===== src/rtl/h5_gate_gen.sv =====
module h5_gate_gen #(
  parameter int REF_W = 16,
  parameter int PEAK  = 2500,
  parameter int DEAD  = 4
) (
  input  logic                    clk,
  input  logic                    rst_n,
  input  logic                    en,
  input  logic signed [REF_W-1:0] ref_in,
  output logic [4:0]              gate_o,
  output logic [1:0]              mode_o
);
  localparam int CW = $clog2(PEAK + 1);
  localparam int DW = (DEAD < 1) ? 1 : $clog2(DEAD + 1);
  localparam logic [4:0] POS_ON = 5'b11001;
  localparam logic [4:0] POS_FW = 5'b00001;
  localparam logic [4:0] NEG_ON = 5'b10110;
  localparam logic [4:0] NEG_FW = 5'b00100;

  logic [CW-1:0]    cnt;
  logic             up;
  logic             half_neg;
  logic [DW-1:0]    dt;
  logic [REF_W-1:0] mag;
  logic             ref_neg, cond, fault;
  logic [4:0]       want, turn_off, turn_on, g_next;

  assign ref_neg  = ref_in[REF_W-1];
  assign mag      = ref_neg ? REF_W'(-ref_in) : REF_W'(ref_in);
  assign cond     = (ref_neg == half_neg) &&
                    ({{CW{1'b0}}, mag} > {{REF_W{1'b0}}, cnt});
  assign want     = half_neg ? (cond ? NEG_ON : NEG_FW) : (cond ? POS_ON : POS_FW);
  assign turn_off = gate_o & ~want;
  assign turn_on  = want & ~gate_o;
  assign g_next   = (gate_o & want) |
                    ((dt == '0 && turn_off == '0) ? turn_on : 5'b0);
  assign fault    = (g_next[0] & g_next[1]) | (g_next[2] & g_next[3]);

  always_ff @(posedge clk or negedge rst_n) begin
    if (!rst_n) begin
      cnt <= '0;
      up  <= 1'b1;
    end else if (up) begin
      if (cnt == CW'(PEAK)) begin
        up  <= 1'b0;
        cnt <= cnt - 1'b1;
      end else begin
        cnt <= cnt + 1'b1;
      end
    end else begin
      if (cnt == '0) begin
        up  <= 1'b1;
        cnt <= cnt + 1'b1;
      end else begin
        cnt <= cnt - 1'b1;
      end
    end
  end

  always_ff @(posedge clk or negedge rst_n) begin
    if (!rst_n)           half_neg <= 1'b0;
    else if (cnt == '0)   half_neg <= ref_neg;
  end

  always_ff @(posedge clk or negedge rst_n) begin
    if (!rst_n) begin
      gate_o <= '0;
      mode_o <= '0;
      dt     <= DW'(DEAD);
    end else if (!en) begin
      gate_o <= '0;
      mode_o <= '0;
      dt     <= DW'(DEAD);
    end else begin
      gate_o <= fault ? 5'b0 : g_next;
      mode_o <= fault ? 2'd0 : {half_neg, ~cond};
      if (turn_off != '0) dt <= DW'(DEAD);
      else if (dt != '0)  dt <= dt - 1'b1;
    end
  end
endmodule



===== config.mk =====
export PLATFORM = sky130hd
export DESIGN_NAME = h5_gate_gen
export DESIGN_NICKNAME = d
export VERILOG_FILES = /design/src/rtl/h5_gate_gen.sv
export SDC_FILE = /design/constraint.sdc
export NUM_CORES = 1
export LEC_CHECK = 0
export BUFFER_PORTS_ARGS = -buffer_cell sky130_fd_sc_hd__buf_2
export CORE_MARGIN = 2
export CORE_UTILIZATION = 58
export DETAILED_ROUTE_END_ITERATION = 12
export PLACE_DENSITY = 0.8
export SYNTH_ARGS = -nofsm -noshare
export SYNTH_HDL_FRONTEND = slang
export SYNTH_SLANG_ARGS = --single-unit

===== constraint.sdc =====
create_clock -name clk -period 2.82 [get_ports clk]
set_input_delay 0 -clock clk [delete_from_list [all_inputs] [get_ports clk]]
set_output_delay 0 -clock clk [all_outputs]
set_load 0.02 [all_outputs]

==> qor.txt <==
================================================================================
Run status ........................................................ finished with violations
Violations in the final reports ................................... negative setup slack
Seq/Total Area, Yosys .............................................        31.5%
Max-Cap Viols .....................................................            0
Remaining design rule violation count .............................            0
Master of the slowest instance on the critical path ............... sky130_fd_sc_hd__or4_4
Number of synthesized flops with an enable pin ....................            0
Max stage delay on crit path ......................................       530 ps
Half-perimeter wire length after detailed placement ...............      3.42 mm
Max Root-Sink Buffers .............................................            2
Setup TNS Final ...................................................      -248 ps
Setup violation total in the final timing report ..................            7
Highest net fanout along the worst path ...........................            4
Number of cells on the worst hold path ............................            2
Average routed wire per standard cell .............................      15.2 um
Headroom to the max-slew limit ....................................        64.6%
Routed vias/inst ..................................................         5.84
Minimum period implied by the final worst setup slack .............      2890 ps
Required time of the critical path ................................      3080 ps
Final clock period utilization by the worst path ..................         103%
Number of cells on the critical path ..............................           13
Data arrival time at the worst-slack endpoint .....................      3150 ps
Post-synth top area share .........................................        28.8%
Main synth FF type ................................................ sky130_fd_sc_hd__dfrtp_1
Leak ..............................................................      1.02 nW
Worst Tran Pin Value ..............................................       531 ps
Endpoint kind of the worst setup timing path ......................    flip-flop
Clock skew after layout ...........................................      2.69 ps
Global-route wire length before repair ............................      7.38 mm
Critical path type ................................................ input port to flip-flop
Clock tree from TritonCTS .........................................          yes
Setup slack of the worst register-to-register path ................       430 ps
Number of I/O port buffers ........................................           25
Gr usage total ....................................................        26.3%
Highest clock frequency the design can meet .......................      346 MHz
Total die area ....................................................  0.00377 mm2
Final number of hold-violating endpoints ..........................            0
Worst-path clk slew ...............................................       140 ps
Clock Root Buffer ................................................. sky130_fd_sc_hd__clkbuf_4
Fin worst setup slack .............................................     -72.1 ps
RSZ-0062 raised after global routing ..............................          yes
Total number of vias ..............................................         1757
Kind of launch point of the worst setup path ......................   input port
Yosys warning total ...............................................            0
TritonCTS Buffers .................................................            3
1st-iter DRT viols ................................................           79
Critical path's most frequent cell ................................ sky130_fd_sc_hd__or4_4
Placeable Area ....................................................  0.00310 mm2
Largest area contributor in the synthesized netlist ............... sky130_fd_sc_hd__dfrtp_1
Vias in the first global route ....................................         1671
Area of the mapped netlist ........................................  0.00191 mm2
H-tree level count ................................................            1
Share of cells above drive strength 1 .............................        28.8%
Die Ht ............................................................      61.4 um
Number of nets still failing antenna checks after routing .........            0
Hold crit path type ............................................... input port to flip-flop
Max rail drop VDD .................................................     0.168 mV
DRT Wirelength ....................................................      4.57 mm
Clk Latency, worst-skew pair ......................................       320 ps
Maximum number of pins on one net before global-route repair ......           25
Die X .............................................................      61.4 um
Worst Reg-to-Reg Cells ............................................           10
Overflow left after global routing ................................            0
Number of antenna repair diodes ...................................            0
Cell-by-cell trace of the critical path ........................... buf_6 > or4_4 > or4_4 > o31a_2 > xor2_1 > ha_1 > a211oi_2 > o21bai_2 > mux2_4 > o31ai_4 > a41oi_2 > nor2_2 > or4_1
Pre-antenna DRT Iters .............................................            6
Count of standard-cell rows .......................................           20
I/O pin cnt .......................................................           26
Cells after synthesis .............................................          215
Pwr/cell area .....................................................   391 mW/mm2
Number of pins with negative max-slew slack in the final report ...            0
Syn-to-layout area delta ..........................................        23.4%
Pre-CTS setup slack ...............................................      -540 ps
Starting density of the core ......................................        61.6%
CP top delay family ............................................... simple AND/OR/NAND/NOR gates
Placer's final routability congestion estimate ....................        0.855
Final net count ...................................................          294
Cell types occupying the most area after synthesis ................ sky130_fd_sc_hd__dfrtp_1 29%, sky130_fd_sc_hd__ha_1 11%, sky130_fd_sc_hd__xnor2_1 8.7%
Most used cells in the layout excluding fill and tap cells ........ 22 x sky130_fd_sc_hd__dfrtp_1, 22 x sky130_fd_sc_hd__buf_2, 19 x sky130_fd_sc_hd__xnor2_1, 19 x sky130_fd_sc_hd__inv_1
Mapped Nets .......................................................          251
Number of flip-flops and latches in the synthesized netlist .......           24
Number of antenna violations at the first check in global routing .            0
Finished Core Util ................................................        76.0%
Synthesized area per cell .........................................     8.89 um2
Buffer and inverter count on the worst path .......................            1
Clock sink count ..................................................           24
Async S/R FF share, synth .........................................         100%
Synth cell types ..................................................           52
================================================================================
[power by group]
| group | internal (mW) | switching, mW | total, mW | leakage, nW |
|---|---|---|---|---|
| Combinational | 0.155 | 0.180 | 0.335 | 0.688 |
| Sequential | 0.378 | 0.0191 | 0.397 | 0.306 |
| Clock | 0.0790 | 0.109 | 0.188 | 0.0210 |
[routing by layer]
layer / part of all wire, % / wire length (um) / up-vias / GRT usage, %
met4: 1.6 / 73 / 0 / 8.51
met2: 49 / 2250 / 36 / 42.7
met1: 46 / 2130 / 844 / 37.3
met3: 2.8 / 127 / 8 / 2.31
met5: 0 / 0 / - / 0
li1: - / - / 869 / -
[layout make-up]
type / instances / area [um2]
fillers: 245 / 744
well taps: 44 / 55.1
inverters: 21 / 81.3
repair buffers: 43 / 284
clock buffers: 4 / 36.3
multi-input cells: 165 / 1300
flip-flops and latches: 24 / 603
[synthesized netlist by cell type (2+ instances only)]
cell type	number
sky130_fd_sc_hd__a21oi_1	11
sky130_fd_sc_hd__a31oi_1	4
sky130_fd_sc_hd__and2_1	2
sky130_fd_sc_hd__clkbuf_1	4
sky130_fd_sc_hd__dfrtp_1	22
sky130_fd_sc_hd__dfstp_2	2
sky130_fd_sc_hd__ha_1	17
sky130_fd_sc_hd__inv_1	21
sky130_fd_sc_hd__mux2_2	4
sky130_fd_sc_hd__mux2i_1	2
sky130_fd_sc_hd__nand2_1	14
sky130_fd_sc_hd__nand2b_1	3
sky130_fd_sc_hd__nand3_1	5
sky130_fd_sc_hd__nand4_1	7
sky130_fd_sc_hd__nor2_1	10
sky130_fd_sc_hd__nor2b_1	2
sky130_fd_sc_hd__nor3_1	6
sky130_fd_sc_hd__nor4_1	5
sky130_fd_sc_hd__o211ai_1	2
sky130_fd_sc_hd__o21ai_0	8
sky130_fd_sc_hd__o21bai_1	2
sky130_fd_sc_hd__o22ai_1	3
sky130_fd_sc_hd__o31ai_1	3
sky130_fd_sc_hd__o41ai_1	2
sky130_fd_sc_hd__or2_2	2
sky130_fd_sc_hd__or3_1	4
sky130_fd_sc_hd__or4_1	3
sky130_fd_sc_hd__or4b_1	2
sky130_fd_sc_hd__xnor2_1	19
sky130_fd_sc_hd__xor2_1	2
[what timing repair did]
item                                   4_1_cts  5_1_grt
buffers inserted                             3        0
gates resized for setup                     16        1
pin swaps                                    8        3
setup endpoints to repair                    9        9
hold buffers                                 2        0
endpoints found under the hold margin       28        0
[per-stage QoR]
step | total power, mW | instances | hold WS, ps | cell area (um2)
6_report | 0.921 | 301 | 150 | 2360
5_1_grt | 0.980 | 301 | 160 | 2360
4_1_cts | 0.920 | 301 | 143 | 2350
3_5_place_dp | 0.718 | 292 | 16.7 | 2210
3_3_place_gp | 0.704 | 292 | 12.7 | 2210
2_1_floorplan | 0.616 | 215 | -296 | 1960
[kinds of logic (layout without fill, tap and decap cells)]
family / Yosys count / after routing / share of synthesized area (%)
XOR/XNOR: 21 / 21 / 9.62
multiplexers: 6 / 6 / 3.40
adder cells (fa/ha/maj): 17 / 17 / 11.1
AND/OR/NAND/NOR: 72 / 72 / 20.9
buffers and inverters: 26 / 68 / 5.17
AO/OA/AOI/OAI: 49 / 49 / 18.2
flip-flops: 24 / 24 / 31.5
[worst paths after layout]
kind / to / startpoint
min in group asynchronous: cnt[8] / rst_n
max in group asynchronous: up / rst_n
worst max register to register: dt[2] / cnt[1]
worst max-delay path: dt[2] / ref_in[3]
worst min register to register: cnt[8] / cnt[8]
worst min-delay path: gate_o[1] / ref_in[15]
[sequential cells by signal, summed over array words and instances, names as in the netlist]
signal and count:
up 1, half_neg 1, mode_o 2, dt 3
gate_o 5, cnt 12
Note: power is estimated with default switching activity, not from simulation.
